File: src/rtl/edge_capture_timer.sv
module edge_capture_timer #(
  parameter int CW = 16
) (
  input  logic          clk,
  input  logic          rst_n,
  input  logic          cap_in,
  input  logic          dma_ack,
  input  logic          bus_wr,
  input  logic          bus_rd,
  input  logic [2:0]    bus_addr,
  input  logic [CW-1:0] bus_wdata,
  output logic [CW-1:0] bus_rdata,
  output logic          irq,
  output logic          dma_req
);
  localparam logic [2:0] A_CTRL = 3'd0, A_ENA = 3'd1, A_STAT = 3'd2,
                         A_PER = 3'd3, A_CNT = 3'd4, A_CAP = 3'd5;

  logic [2:0]    sync;
  logic          run, falling, slave, pend;
  logic [3:0]    ena;
  logic [CW-1:0] period, cnt, capv;
  logic          capf, updf, trgf, ovcf;

  wire rise    = sync[1] & ~sync[2];
  wire fall    = ~sync[1] & sync[2];
  wire hit     = run & (falling ? fall : rise);
  wire wrap    = run & ~pend & (cnt >= period);
  wire wr_stat = bus_wr && bus_addr == A_STAT;
  wire rd_cap  = bus_rd && bus_addr == A_CAP;
  wire [3:0] zap = wr_stat ? ~bus_wdata[3:0] : 4'b0;

  assign irq     = |({trgf, updf, capf} & ena[2:0]);
  assign dma_req = capf & ena[3];

  always_ff @(posedge clk) begin
    if (!rst_n) begin
      sync <= '0;
      {run, falling, slave, pend} <= '0;
      ena <= '0;
      period <= '1;
      cnt <= '0;
      capv <= '0;
      {capf, updf, trgf, ovcf} <= '0;
    end else begin
      sync <= {sync[1:0], cap_in};
      pend <= hit & slave;
      if (pend || wrap) cnt <= '0;
      else if (run) cnt <= cnt + 1'b1;
      if (hit) capv <= cnt;
      capf <= hit | (capf & ~zap[0] & ~rd_cap & ~dma_ack);
      updf <= wrap | (updf & ~zap[1]);
      trgf <= (hit & slave) | (trgf & ~zap[2]);
      ovcf <= (hit & capf) | (ovcf & ~zap[3]);
      if (bus_wr && bus_addr == A_CTRL) {slave, falling, run} <= bus_wdata[2:0];
      if (bus_wr && bus_addr == A_ENA) ena <= bus_wdata[3:0];
      if (bus_wr && bus_addr == A_PER) period <= bus_wdata;
    end
  end

  always_comb begin
    bus_rdata = '0;
    case (bus_addr)
      A_CTRL: bus_rdata[2:0] = {slave, falling, run};
      A_ENA:  bus_rdata[3:0] = ena;
      A_STAT: bus_rdata[3:0] = {ovcf, trgf, updf, capf};
      A_PER:  bus_rdata = period;
      A_CNT:  bus_rdata = cnt;
      A_CAP:  bus_rdata = capv;
      default: bus_rdata = '0;
    endcase
  end

  assert_capture_R1: assert property (@(posedge clk) disable iff (!rst_n)
    hit |=> capf && capv == $past(cnt));
  assert_wrap_R2: assert property (@(posedge clk) disable iff (!rst_n)
    (run && !pend && cnt == period) |=> cnt == '0 && updf);
  assert_overcap_R4: assert property (@(posedge clk) disable iff (!rst_n)
    (hit && capf) |=> ovcf);
  assert_dma_ack_R6: assert property (@(posedge clk) disable iff (!rst_n)
    (dma_ack && !hit) |=> !dma_req);
  assert_slave_reset_R7: assert property (@(posedge clk) disable iff (!rst_n)
    (hit && slave) |=> ##1 (cnt == '0 || pend));
  assert_set_wins_R9: assert property (@(posedge clk) disable iff (!rst_n)
    (wrap && wr_stat) |=> updf);
endmodule

File: config.mk
export PLATFORM = sky130hd
export DESIGN_NAME = edge_capture_timer
export DESIGN_NICKNAME = d
export VERILOG_FILES = /design/src/rtl/edge_capture_timer.sv
export SDC_FILE = /design/constraint.sdc
export NUM_CORES = 1
export LEC_CHECK = 0
export ABC_AREA = 1
export BUFFER_PORTS_ARGS = -buffer_cell sky130_fd_sc_hd__buf_2
export CAP_MARGIN = 25
export CORE_AREA = 5 5 93 95
export CTS_BUF_LIST = sky130_fd_sc_hd__clkbuf_4 sky130_fd_sc_hd__clkbuf_8
export DETAILED_ROUTE_END_ITERATION = 6
export DIE_AREA = 0 0 98 100
export GPL_ROUTABILITY_DRIVEN = 0
export PLACE_DENSITY_LB_ADDON = 0.05
export SLEW_MARGIN = 20
export SYNTH_ARGS = -nofsm -noshare
export SYNTH_HDL_FRONTEND = slang
export SYNTH_SLANG_ARGS = --single-unit
File: constraint.sdc
create_clock -name clk -period 1.6 [get_ports clk]
set_input_delay 0.32 -clock clk [delete_from_list [all_inputs] [get_ports clk]]
set_output_delay 0.32 -clock clk [all_outputs]
set_load 0.005 [all_outputs]
==> results.cfg <==
[outcome]
run_status = finished, violations left
violations = negative setup slack

[critical_path]
reg2reg_slack_ns = -0.07
crit_type = flip-flop to flip-flop
r2r-start = cnt[1]
crit_end = cnt[5]
crit_path_start_kind = flip-flop
reg2regPathDepth = 14
path_max_fanout = 8
crit_required_ns = 1.83
setup.worst_path.start = cnt[1]
r2r_end = cnt[5]
arrival_ns = 1.90
end_kind = flip-flop

[synth]
synth-simple-area-share = 0.188
yosysTopAreaCellShare = 0.394
synth_edf_count = 0
synthTopCellsByArea = dfxtp_1 39%, inv_1 9.1%, nand2_1 8.9%
mappedNetlistArea_mm2 = 0.00320
yosysWarnings = 0
muxShareOfSynthArea = 0.00313
syn_avg_cell_area_um2 = 7.25
synth_nets = 484
synthArstFlopShare = 0
synth_fa_ha_area_frac = 0.0664
synth_top_family_by_area = compound AO/OA/AOI/OAI gates
synth.distinct_cells = 30
synth_compound_area_frac = 0.210
synth_xor_xnor_area_share = 0.0246
syn-instance-count = 442
yosys.area.top_type = dfxtp_1
synth-seq-cells = 63
synth_common_cells = 78 x inv_1, 76 x nand2_1, 63 x dfxtp_1
ys_seq_area_frac = 0.394
yosysMostFrequentCell = inv_1
synthFlopType = dfxtp_1

[detailed_routing]
route.met3.wl_um = 531
wl_met1_um = 4620
met2_length_um = 4380
routed_wirelength_um = 9660
routed.top_layer = met4
antenna_left = 0
post_drt_wl_per_cell_um = 15.1
via_count = 3211
drt_iter0_markers = 126
firstDrtPassIters = 4
drc = 0
viasPerCell = 5.00

[floorplan]
die_y_um = 100
initial_core_util = 0.419
die_w_um = 98
core_area_mm2 = 0.00765
rows = 32
io_pins = 43
dieArea_mm2 = 0.00980

[power]
powerDensity_mw_per_mm2 = 777
leakage_uw = 0.00203
ir_worst_vdd_mv = 0.623

[placement]
dpl.hpwl_um = 6700
post-place-ws_ns = -0.0944
port_buffers = 42

[clock_network]
cts_hold_buf = 0
clock-root-buffer = clkbuf_8
clkLatencyLatePin_ns = 0.34
path_clk_slew_ns = 0.07
numCtsBuffers = 9
clockBufferDepth = 2
cts_tree = built
htree_levels = 3
cts_sinks = 63

[global_route]
antenna_found_initial = 0
gr-total-overflow = 0
grt_first_pass_wirelength_um = 15000
grt_max_degree = 35
grt_pass1_vias = 3007
grt_use_total = 0.192

[layout]
nets = 577
n_antenna_cell = 0
layout-drive-gt1-share = 0.365
nFillCells = 693
area_growth_pct = 43.4
utilization = 0.600

[sta]
worst_pin_slew_ns = 0.345
timing.fmax_mhz = 599
finalCritPeriodShare = 1.04
finClkSkew_ns = 0.0153
max_slew_margin = 0.770
grt_setup_unrepaired = yes
final.setup.worst_slack_ns = -0.0706
period_needed_ns = 1.67
slew_viol_final = 0
hold_viol = 0
setup_viol = 18

[min_path]
hp-class = input pin to flip-flop

[job]
maxCapViolations = 0
## through the flow
| stage | cells | power, µW | cell area [µm²] | setup TNS (ns) | hold WS, ns |
|---|---|---|---|---|---|
| after floorplan | 442 | 1780 | 3210 | 0 | 0.390 |
| after global placement | 613 | 1930 | 3820 | -1.56 | 0.398 |
| after detailed placement | 613 | 1930 | 3820 | -1.61 | 0.405 |
| after CTS | 632 | 3550 | 4210 | -0.718 | 0.151 |
| after global routing | 642 | 3710 | 4590 | -2.48 | 0.155 |
| final | 642 | 3570 | 4590 | -0.995 | 0.168 |
## worst min path at each step
stage                     startpoint  depth (start not counted)  slack (ns)      end
final                         cap_in                          3        0.17  sync[0]
after global routing          cap_in                          3        0.16  sync[0]
after CTS                     cap_in                          3        0.15  sync[0]
after detailed placement     sync[0]                          2        0.41  sync[1]
after global placement       sync[0]                          2        0.40  sync[1]
after floorplan              sync[0]                          2        0.39  sync[1]
## cells by family (layout without fill, tap and decap cells)
kind of cell	after synthesis	count (layout)
xor gates and xnor gates	9	9
AOI/OAI and AO/OA	120	120
buffers and inverters	95	193
muxes	1	1
DFF	63	63
and+or+nand+nor	137	137
adders and majority gates	17	17
## cells in the final DEF, fill, tap and decap left out, drive strengths merged
cell type  netlist  final
nor2            32     32
clkinv           1      3
o2111ai          2      2
bufinv           0      2
nand3           13     13
xor2             8      8
clkinvlp         0      1
a22oi            3      3
a221oi           1      1
clkbuf          10     12
o211ai           1      1
nand4            4      4
o21ai           46     46
o221ai          13     13
mux2i            1      1
xnor2            1      1
a21oi           52     52
buf              4     95
nor3            11     11
dfxtp           63     63
ha              17     17
o22ai            2      2
nand2           76     76
and3             1      1
inv             80     80
## state kept, by name (all words and copies together), names as in the netlist
register,cells
capf,1
sync,3
period,16
pend,1
falling,1
trgf,1
updf,1
cnt,16
slave,1
run,1
ovcf,1
ena,4
capv,16
## metal layers
metal / GRT usage / vias up
met5: 0 / -
met4: 0.0596 / 0
met3: 0.0486 / 15
met2: 0.309 / 86
met1: 0.255 / 1465
li1: - / 1645
## cell type report
cell class | instances | area [µm²] | area share
flip-flops and latches | 63 | 1290 | 0.281
repair buffers | 96 | 733 | 0.160
inverters | 81 | 328 | 0.0714
multi-input cells | 284 | 1880 | 0.410
well taps | 102 | 128 | 0.0278
clock buffers | 11 | 151 | 0.0330
clock inverters | 5 | 78.8 | 0.0172
## worst max-delay path: stages (launching register included)
cell and delay (ns):
dfxtp_4 0.36, buf_6 0.12, ha_4 0.26, nand2_1 0.05, nand2_1 0.05, nand2_1 0.06, nand2_2 0.07, nand2_1 0.05
nand2_1 0.06, nand2_1 0.04, nand2_1 0.09, nand2_2 0.06, nand2_2 0.09, buf_6 0.15, nor2_1 0.05
## where the power goes
group,leakage [µW],internal [µW],switching (µW)
Sequential,0.000512,1590,16.3
Combinational,0.00139,156,199
Clock,0.000120,963,641
## what timing repair did
item | CTS | global route
buffers inserted | 3 | 9
gates resized for setup | 30 | 84
pin swaps | 7 | 15
cloned | 0 | 1
hold endpoints to repair | 0 | 0
setup endpoints to repair | 27 | 31
Power figures use the tool's default switching activity.
